File: config.mk
export PLATFORM = sky130hd
export DESIGN_NAME = pcb_dma
export DESIGN_NICKNAME = d
export VERILOG_FILES = /design/src/rtl/pcb_pkg.sv /design/src/rtl/pcb_store.sv /design/src/rtl/pcb_wr_ctrl.sv /design/src/rtl/pcb_rd_ctrl.sv /design/src/rtl/pcb_dma.sv
export SDC_FILE = /design/constraint.sdc
export NUM_CORES = 2
export LEC_CHECK = 0
export BUFFER_PORTS_ARGS = -buffer_cell sky130_fd_sc_hd__buf_2
export CELL_PAD_IN_SITES_DETAIL_PLACEMENT = 1
export CELL_PAD_IN_SITES_GLOBAL_PLACEMENT = 1
export CORE_UTILIZATION = 39
export DETAILED_ROUTE_END_ITERATION = 6
export GPL_ROUTABILITY_DRIVEN = 0
export PLACE_DENSITY = 0.63
export SLEW_MARGIN = 20
export SYNTH_ARGS = -nofsm -noshare
export SYNTH_HDL_FRONTEND = slang
export SYNTH_MEMORY_MAX_BITS = 65536
export SYNTH_SLANG_ARGS = --single-unit
File: constraint.sdc
create_clock -name clk -period 11.1 [get_ports clk]
set_clock_uncertainty 0.1 [all_clocks]
set_input_delay 1.665 -clock clk [delete_from_list [all_inputs] [get_ports clk]]
set_output_delay 1.665 -clock clk [all_outputs]
set_load 0.05 [all_outputs]
File: src/rtl/pcb_pkg.sv
package pcb_pkg;
  localparam int unsigned PTR_W     = 12;
  localparam int unsigned ADDR_W    = 14;
  localparam int unsigned CNT_W     = 8;
  localparam int unsigned STS_W     = 5;
  localparam int unsigned STS_PROTO = 2;
  localparam int unsigned STS_BREAK = 4;

  typedef logic [PTR_W-1:0]  ptr_t;
  typedef logic [ADDR_W-1:0] addr_t;
  typedef logic [CNT_W-1:0]  cnt_t;
  typedef logic [STS_W-1:0]  sts_t;

  // advance a byte offset, wrapping after the last byte of the region
  function automatic ptr_t ptr_step(ptr_t p, ptr_t depth);
    return (p == depth) ? '0 : p + ptr_t'(1);
  endfunction

  function automatic addr_t ram_addr(addr_t base, ptr_t p);
    return base + addr_t'(p);
  endfunction

  function automatic logic ring_full(ptr_t wp, ptr_t rp, cnt_t wc, cnt_t rc, logic open);
    return (wp == rp) && ((wc != rc) || open);
  endfunction

  function automatic logic ring_empty(ptr_t wp, ptr_t rp, cnt_t wc, cnt_t rc, logic open);
    return (wp == rp) && (wc == rc) && !open;
  endfunction

  function automatic sts_t pack_sts(logic brk, logic proto);
    sts_t s;
    s            = '0;
    s[STS_BREAK] = brk;
    s[STS_PROTO] = proto;
    return s;
  endfunction
endpackage

File: src/rtl/pcb_store.sv
module pcb_store #(
  parameter int unsigned IDX_W = 9,
  parameter int unsigned WORD_W = 9
) (
  input  logic              clk,
  input  logic              we,
  input  logic [IDX_W-1:0]  widx,
  input  logic [WORD_W-1:0] wword,
  input  logic [IDX_W-1:0]  ridx,
  output logic [WORD_W-1:0] rword
);
  localparam int unsigned ENTRIES = 1 << IDX_W;

  logic [WORD_W-1:0] mem [ENTRIES];

  always_ff @(posedge clk) begin
    if (we) mem[widx] <= wword;
  end

  assign rword = mem[ridx];
endmodule

File: src/rtl/pcb_wr_ctrl.sv
module pcb_wr_ctrl
  import pcb_pkg::*;
(
  input  logic clk,
  input  logic rst_n,
  input  ptr_t depth,
  input  logic mute,
  input  logic wr_valid,
  input  logic wr_sop,
  input  logic wr_eop,
  input  logic wr_break,
  input  ptr_t rptr,
  input  cnt_t rcnt,
  output logic wr_ready,
  output ptr_t wptr,
  output cnt_t wcnt,
  output logic open,
  output logic mem_we,
  output ptr_t mem_ptr,
  output sts_t wsts,
  output logic wr_commit
);
  ptr_t wstart;
  logic full, take, stray, restart;
  logic sts_brk, sts_proto;

  // named events
  assign full     = ring_full(wptr, rptr, wcnt, rcnt, open);
  assign wr_ready = !full && !wr_break && !(mute && !open);
  assign take     = wr_valid && wr_ready;
  assign stray    = take && !open && !wr_sop;
  assign restart  = take && open && wr_sop;
  assign mem_we   = take && !stray;
  assign mem_ptr  = restart ? wstart : wptr;
  assign wr_commit = mem_we && wr_eop;
  assign wsts     = pack_sts(sts_brk, sts_proto);

  always_ff @(posedge clk) begin
    if (!rst_n) begin
      wptr      <= '0;
      wstart    <= '0;
      wcnt      <= '0;
      open      <= 1'b0;
      sts_brk   <= 1'b0;
      sts_proto <= 1'b0;
    end else begin
      if (wr_break) begin
        wptr    <= wstart;
        open    <= 1'b0;
        sts_brk <= 1'b1;
      end else if (mem_we) begin
        wptr <= ptr_step(mem_ptr, depth);
        if (wr_eop) begin
          wstart <= ptr_step(mem_ptr, depth);
          open   <= 1'b0;
          wcnt   <= wcnt + cnt_t'(1);
        end else begin
          open <= 1'b1;
        end
      end
      if (stray || restart) sts_proto <= 1'b1;
    end
  end

  assert_break_rewind_R8: assert property (@(posedge clk) disable iff (!rst_n)
    wr_break |=> (wptr == $past(wstart)) && !open);
  assert_wcnt_step_R4: assert property (@(posedge clk) disable iff (!rst_n)
    (wcnt != $past(wcnt)) |-> ($past(wr_commit) && wcnt == $past(wcnt) + cnt_t'(1)));
  assert_wsts_sticky_R10: assert property (@(posedge clk) disable iff (!rst_n)
    (sts_brk || sts_proto) |=> (sts_brk >= $past(sts_brk)) && (sts_proto >= $past(sts_proto)));
  assert_no_write_when_full_R6: assert property (@(posedge clk) disable iff (!rst_n)
    (full && !open) |=> (wptr == $past(wptr)) || $past(wr_break));
endmodule

File: src/rtl/pcb_rd_ctrl.sv
module pcb_rd_ctrl
  import pcb_pkg::*;
(
  input  logic clk,
  input  logic rst_n,
  input  ptr_t depth,
  input  logic mute,
  input  logic rd_ready,
  input  logic rd_break,
  input  logic rd_proto_err,
  input  cnt_t wcnt,
  input  logic mem_eop,
  output logic rd_valid,
  output logic rd_sop,
  output ptr_t rptr,
  output cnt_t rcnt,
  output sts_t rsts,
  output logic rd_commit
);
  logic in_pkt, avail, take;
  logic sts_brk, sts_proto;

  assign avail     = wcnt != rcnt;
  assign rd_valid  = avail && !(mute && !in_pkt);
  assign rd_sop    = !in_pkt;
  assign take      = rd_valid && rd_ready;
  assign rd_commit = take && mem_eop;
  assign rsts      = pack_sts(sts_brk, sts_proto);

  always_ff @(posedge clk) begin
    if (!rst_n) begin
      rptr      <= '0;
      rcnt      <= '0;
      in_pkt    <= 1'b0;
      sts_brk   <= 1'b0;
      sts_proto <= 1'b0;
    end else begin
      if (take) begin
        rptr <= ptr_step(rptr, depth);
        if (mem_eop) begin
          rcnt   <= rcnt + cnt_t'(1);
          in_pkt <= 1'b0;
        end else begin
          in_pkt <= 1'b1;
        end
      end
      if (rd_break)     sts_brk   <= 1'b1;
      if (rd_proto_err) sts_proto <= 1'b1;
    end
  end

  assert_midpacket_continues_R7: assert property (@(posedge clk) disable iff (!rst_n)
    (take && !mem_eop) |=> rd_valid && !rd_sop);
  assert_rcnt_step_R4: assert property (@(posedge clk) disable iff (!rst_n)
    (rcnt != $past(rcnt)) |-> ($past(rd_commit) && rcnt == $past(rcnt) + cnt_t'(1)));
  assert_rsts_sticky_R10: assert property (@(posedge clk) disable iff (!rst_n)
    $past(rd_break) |-> rsts[STS_BREAK]);
endmodule

File: src/rtl/pcb_dma.sv
module pcb_dma
  import pcb_pkg::*;
#(
  parameter int unsigned STORE_AW = 9
) (
  input  logic        clk,
  input  logic        rst_n,
  input  logic [13:0] cfg_base,
  input  logic [11:0] cfg_depth,
  input  logic        mute,
  input  logic        wr_valid,
  input  logic        wr_sop,
  input  logic        wr_eop,
  input  logic [7:0]  wr_data,
  input  logic        wr_break,
  output logic        wr_ready,
  input  logic        rd_ready,
  input  logic        rd_break,
  input  logic        rd_proto_err,
  output logic        rd_valid,
  output logic        rd_sop,
  output logic        rd_eop,
  output logic [7:0]  rd_data,
  output logic [13:0] wr_addr,
  output logic [13:0] rd_addr,
  output logic [7:0]  wr_pkt_cnt,
  output logic [7:0]  rd_pkt_cnt,
  output logic        buf_full,
  output logic        buf_empty,
  output logic [4:0]  wr_status,
  output logic [4:0]  rd_status
);
  localparam int unsigned WORD_W = 9;

  ptr_t  wptr, rptr, mem_ptr;
  cnt_t  wcnt, rcnt;
  logic  open, mem_we, wr_commit, rd_commit;
  addr_t store_waddr;
  logic [WORD_W-1:0] rword;

  pcb_wr_ctrl i_wr (
    .clk(clk), .rst_n(rst_n), .depth(cfg_depth), .mute(mute),
    .wr_valid(wr_valid), .wr_sop(wr_sop), .wr_eop(wr_eop), .wr_break(wr_break),
    .rptr(rptr), .rcnt(rcnt), .wr_ready(wr_ready), .wptr(wptr), .wcnt(wcnt),
    .open(open), .mem_we(mem_we), .mem_ptr(mem_ptr), .wsts(wr_status),
    .wr_commit(wr_commit)
  );

  pcb_rd_ctrl i_rd (
    .clk(clk), .rst_n(rst_n), .depth(cfg_depth), .mute(mute),
    .rd_ready(rd_ready), .rd_break(rd_break), .rd_proto_err(rd_proto_err),
    .wcnt(wcnt), .mem_eop(rword[8]), .rd_valid(rd_valid), .rd_sop(rd_sop),
    .rptr(rptr), .rcnt(rcnt), .rsts(rd_status), .rd_commit(rd_commit)
  );

  assign store_waddr = ram_addr(cfg_base, mem_ptr);
  assign wr_addr     = ram_addr(cfg_base, wptr);
  assign rd_addr     = ram_addr(cfg_base, rptr);

  pcb_store #(.IDX_W(STORE_AW), .WORD_W(WORD_W)) i_store (
    .clk(clk), .we(mem_we), .widx(store_waddr[STORE_AW-1:0]),
    .wword({wr_eop, wr_data}), .ridx(rd_addr[STORE_AW-1:0]), .rword(rword)
  );

  assign rd_eop     = rword[8];
  assign rd_data    = rword[7:0];
  assign wr_pkt_cnt = wcnt;
  assign rd_pkt_cnt = rcnt;
  assign buf_full   = ring_full(wptr, rptr, wcnt, rcnt, open);
  assign buf_empty  = ring_empty(wptr, rptr, wcnt, rcnt, open);

  assert_full_empty_excl_R5: assert property (@(posedge clk) disable iff (!rst_n)
    !(buf_full && buf_empty));
  assert_both_commit_R11: assert property (@(posedge clk) disable iff (!rst_n)
    (wr_commit && rd_commit) |=> (wcnt - rcnt) == $past(wcnt - rcnt));
  assert_reset_empty_R1: assert property (@(posedge clk)
    !rst_n |=> buf_empty && !rd_valid);
endmodule

======== Word-level counts from Yosys, hierarchy flattened ========
Memory sizes are Yosys's and may differ from the RTL's.
Index checks and enable logic that the tools add are counted.
cells by class
  add/subtract/negate cells ............... 7
  equality and inequality tests ........... 5
  mux-type cells .......................... 9
  bitwise gates (word level) .............. 2
  reductions and logical operators ........ 29
operator list
  operator                                        count
  two-way mux 12 bit                              5
  == test 12 bit                                  3
  adder 14 x 12 -> 14 bit                         2
  adder 12 x 1 -> 12 bit (second input constant)  2
  adder 8 x 1 -> 8 bit (second input constant)    2
  logical AND 1 bit                               15
  adder 9 bit                                     1
  == test 8 bit                                   1
  zero test 1 bit                                 8
  inequality test 8 bit                           1
  two-way mux 1 bit                               4
  AND reduction 3 bit                             1
  logical OR 1 bit                                2
  NOT 1 bit                                       2
  AND reduction 2 bit                             1
  nonzero test 2 bit                              1
  OR reduction 2 bit                              1
storage, ports and cells
  bits in registers ....................... 58
  bits in writable memories ............... 4608
  input bits .............................. 44
  logic and storage cells ................. 64
  memories ................................ 1
memories
  memory       depth  width  rd ports  clocked after memory_dff  write ports  line             RTL
  i_store.mem  512    9      1         0                         1            pcb_store.sv:14  logic [WORD_W-1:0] mem [ENTRIES];

======== Depth between registers and ports, before layout ========
  depth in word-level cells ............... 14
  gate-level depth with buffers ........... 21
  gate-level depth less buffers ........... 18

======== Cells and area by module ========
A second synthesis with hierarchy kept.
unflattened totals
  cell total of the unflattened synthesis .. 9622
  area total of the unflattened synthesis .. 185321.5 µm²
by module, submodules not included
  module       times used  cells an instance  area an instance (µm²)
  pcb_store    1           8879               179434.6
  pcb_wr_ctrl  1           323                2607.5
  pcb_dma      1           252                1869.3
  pcb_rd_ctrl  1           168                1410.1

======== Worst setup path before layout ========
OpenSTA, ideal clock, no wires.
  kind .................................... input -> output
  from .................................... input port cfg_base[0]
  to ...................................... output port rd_data[1]
  arrival time ............................ 6.107 ns
  path slack .............................. 3.228 ns
  stages .................................. 15
  buffers on the path ..................... 7
  cells stage by stage .................... ha_1 > fa_1 > buf_4 > buf_6 > buf_6 > buf_4 > buf_4 > clkbuf_1 > buf_2 > mux4_2 > nand2_1 > a311oi_1 > a311oi_1 > o311a_1 > o31ai_1
on the way
  word-level cells in the longest chain between the ends .. 2
ends and longest elaborated chain
  element                  line           RTL
  from (decl)              pcb_dma.sv:8   input logic [13:0] cfg_base,
  adder 14 x 12 -> 14 bit  pcb_pkg.sv:20  return base + addr_t'(p);
  named net rd_addr[1]     pcb_dma.sv:25  output logic [13:0] rd_addr,
  memory (512 x 9 bit)     -
  to (decl)                pcb_dma.sv:23  output logic [7:0] rd_data,
The timed path passes the listed nets, and every way through them passes these cells.

======== Worst setup path in the final report ========
  from .................................... input port cfg_base[0]
  to ...................................... output port rd_data[6]
on the way
  word-level cells in the longest chain between the ends .. 2
ends and longest elaborated chain
  element                  line
  adder 14 x 12 -> 14 bit  pcb_pkg.sv:20
  memory (512 x 9 bit)     -
Every way passes these cells.

==> metrics.json <==
{
  "global_route": {
    "number_of_global_route_vias_before_repair": 99803,
    "initial_antenna_violation_count": 53,
    "grt_max_degree": 183,
    "grt_remaining_overflow": 0,
    "global_route_wire_length_before_repair_um": 786600,
    "grt_usage_pct": 23.01
  },
  "placed_design": {
    "place.detailed.hpwl_um": 343900,
    "post_dp_cell_area_um2": 192800,
    "buffer_ports.inserted": 105
  },
  "sta": {
    "worst_hold_slack_after_final_layout_ns": 0.3713,
    "finalSetupTns_ns": 0,
    "worst_pin_slew_ns": 1.308,
    "setup_repair_after_global_routing_missed_its_margin": "no",
    "relSlewSlack_pct": 12.24,
    "final_number_of_hold_violating_endpoints": 0,
    "finalSetupViolCount": 0,
    "report.final.slew_viol_count": 0,
    "layout_min_cycle_time_ns": 10.10,
    "timing.final.crit_share_pct": 90.97,
    "timing.fmax_mhz": 99.03
  },
  "worst_setup_path": {
    "criticalPathCategory": "in -> out",
    "worstPathRequired_ns": 9.34,
    "critical_path_arrival_ns": 8.33,
    "crit_path_max_fanout": 77,
    "cp-end-kind": "output pin",
    "reg2reg_slack_ns": 3.26,
    "start_kind": "input port"
  },
  "cts": {
    "tritoncts.num_buffers": 464,
    "numClockSinks": 4666,
    "worstSkewPairLatency_ns": 1.05,
    "post-cts-setup-buffers": 0,
    "cts_tree": "done",
    "cts_max_level": 5,
    "cts.clk_slew.worst_paths_ns": 0.06,
    "clk_path_buf_depth": 4,
    "cts_hold_repair.buffers": 0,
    "root_buffer_master": "sky130_fd_sc_hd__clkbuf_16",
    "post_cts_sizing_count": 0
  },
  "run_status": {
    "outcome": "complete, no violations"
  },
  "route": {
    "wl_met3_um": 47810,
    "routed-via-count": 97098,
    "wl_met1_um": 224000,
    "drtPass1Iterations": 6,
    "initialDrtViolationCount": 12442,
    "vias_per_cell": 5.911,
    "top_layer_used": "met5",
    "wirelength_um": 560000,
    "met2_length_um": 269000,
    "wire_per_inst_um": 34.09,
    "dr_drc_count": 0,
    "ant_nets": 0
  },
  "floorplan": {
    "die_height_um": 690.8,
    "core.rowCount": 252,
    "floorplan.initialDensity_pct": 39.23,
    "floorplan.die.width_um": 690.8,
    "ios": 112,
    "design.die.area_um2": 477200,
    "placeableCoreArea_um2": 471700
  },
  "worst_hold_path": {
    "worst_hold_path_type": "reg -> reg"
  },
  "final_layout": {
    "final_standard_cell_utilization_of_the_core_pct": 44.09,
    "n_fill_cell": 44054,
    "drive_gt1_share_pct": 22.22,
    "area_growth_pct": 12.39,
    "finalNetCount": 9845,
    "design_area_um2": 208000
  },
  "logic_synthesis": {
    "synth_edf_count": 4608,
    "synthMostInstantiatedCell": "sky130_fd_sc_hd__edfxtp_1",
    "yosys_warnings": 0,
    "postSynthRegisterBits": 4666,
    "yosysTopAreaCell": "sky130_fd_sc_hd__edfxtp_1",
    "synth_seq_area_share_pct": 75.41,
    "postSynth.asyncResetShare_pct": 0,
    "yosys-top-cells-count": "sky130_fd_sc_hd__edfxtp_1 (4,608), sky130_fd_sc_hd__nand2_1 (1,227), sky130_fd_sc_hd__mux4_2 (1,140)",
    "netlist_area_um2": 185000,
    "synth-main-ff-cell": "sky130_fd_sc_hd__edfxtp_1",
    "synth_cells": 9541,
    "avgSynthCellArea_um2": 19.39,
    "yosys.cell_types.count": 84,
    "netlist.area_leader.share_pct": 74.78,
    "main_area_contributors_after_synthesis": "sky130_fd_sc_hd__edfxtp_1 (75%), sky130_fd_sc_hd__mux4_2 (14%), sky130_fd_sc_hd__nand2_1 (2.5%), sky130_fd_sc_hd__nor2_1 (1.2%), sky130_fd_sc_hd__a311oi_1 (0.88%)"
  },
  "power_and_ir_drop": {
    "seqPwrFrac_pct": 51.9,
    "share_clk_of_total_power_pct": 42.2,
    "p_leak_nw": 64.98,
    "vdd_ir_drop_max_mv": 0.1542,
    "sw_frac_of_total_pct": 22.62,
    "p_comb_share_pct": 5.9,
    "power.switching_mw": 8.437,
    "internal_power_mw": 28.86,
    "power_per_cell_area_nw_per_um2": 179.4
  },
  "flow_run": {
    "max_cap_viol_count": 0
  }
}
sequential cells by signal (all words and copies together) (netlist names), 8 cells and up:
| name | flops |
|---|---|
| i_store.mem | 4608 |
| i_rd.rcnt | 8 |
| i_rd.rptr | 12 |
| i_wr.wstart | 12 |
| i_wr.wptr | 12 |
| i_wr.wcnt | 8 |
placed cells by master, fill, tap and decap left out, drive strengths merged, types with 29 or more instances in the layout:
cell and instances:
and3 118, xor2 53, a311oi 186, a31oi 43
a21oi 98, edfxtp 4608, clkbuf 551, and2 29
bufinv 47, nand2 1228, nand3 325, ha 36
xnor2 54, inv 47, a311o 32, buf 342
clkinv 236, dfxtp 58, mux4 1152, diode 45
nor2 585, mux2i 54
critical path: stages:
cell                       delay [ns]
sky130_fd_sc_hd__buf_2           0.14
sky130_fd_sc_hd__ha_4            0.18
sky130_fd_sc_hd__fa_4            1.27
sky130_fd_sc_hd__buf_12          0.41
sky130_fd_sc_hd__buf_4           0.49
sky130_fd_sc_hd__mux4_2          0.27
sky130_fd_sc_hd__nand2_1         0.05
sky130_fd_sc_hd__and3_1          0.25
sky130_fd_sc_hd__a311oi_1        0.78
sky130_fd_sc_hd__a31oi_1         0.24
sky130_fd_sc_hd__a211oi_1        0.80
sky130_fd_sc_hd__a311oi_1        0.14
sky130_fd_sc_hd__o31ai_2         0.76
sky130_fd_sc_hd__buf_4           0.22
sky130_fd_sc_hd__buf_2           0.27
per-layer routing:
layer / up-vias / track usage [%]
li1: 39089 / -
met1: 52803 / 31.60
met2: 4326 / 36.99
met3: 858 / 4.289
met4: 22 / 8.030
met5: - / 0
worst paths after layout:
kind                start             endpoint  cells past startpoint
max           cfg_base[0]           rd_data[6]                     15
max reg2reg  i_rd.rptr[1]  i_store.mem[489][6]                     15
min reg2reg  i_rd.sts_brk         i_rd.sts_brk                      2
min          i_rd.sts_brk         i_rd.sts_brk                      2
power by group through the flow:
stage / clock network (mW) / logic, mW / registers [mW]
2_1_floorplan: 0 / 1.23 / 19.7
3_3_place_gp: 0 / 2.17 / 19.7
3_5_place_dp: 0 / 2.21 / 19.7
4_1_cts: 15.9 / 2.22 / 19.4
5_1_grt: 16.5 / 2.31 / 19.3
6_report: 15.7 / 2.21 / 19.4
stage by stage:
| step | power, mW | std cells | setup WS, ns |
|---|---|---|---|
| after global routing | 38.14 | 16384 | 1.167 |
| after CTS | 37.49 | 16379 | 1.209 |
| final | 37.30 | 16426 | 1.002 |
| after detailed placement | 21.95 | 15517 | 1.221 |
| after global placement | 21.90 | 15512 | 0.7838 |
| after floorplan | 20.96 | 9546 | 3.228 |
final cells by class:
class | instances | area [um2] | area share (%)
sequential | 4666 | 139500 | 67.09
multi-input combinational | 4253 | 42360 | 20.37
clock buffer | 551 | 11980 | 5.761
tap | 6223 | 7786 | 3.744
clock inverter | 311 | 3035 | 1.460
timing repair buffer | 342 | 2990 | 1.438
inverter | 35 | 167.7 | 0.08062
antenna | 45 | 112.6 | 0.05415
logic make-up after synthesis:
logic type / after synthesis / synth area share [%]
compound gates: 519 / 2.183
xor+xnor: 107 / 0.5186
fa+ha+maj: 39 / 0.2759
buf+inv: 627 / 1.892
flops: 4666 / 75.41
mux: 1213 / 14.38
other cells: 1 / 0.002027
simple gates: 2369 / 5.341
(Power assumes the default switching activity.)
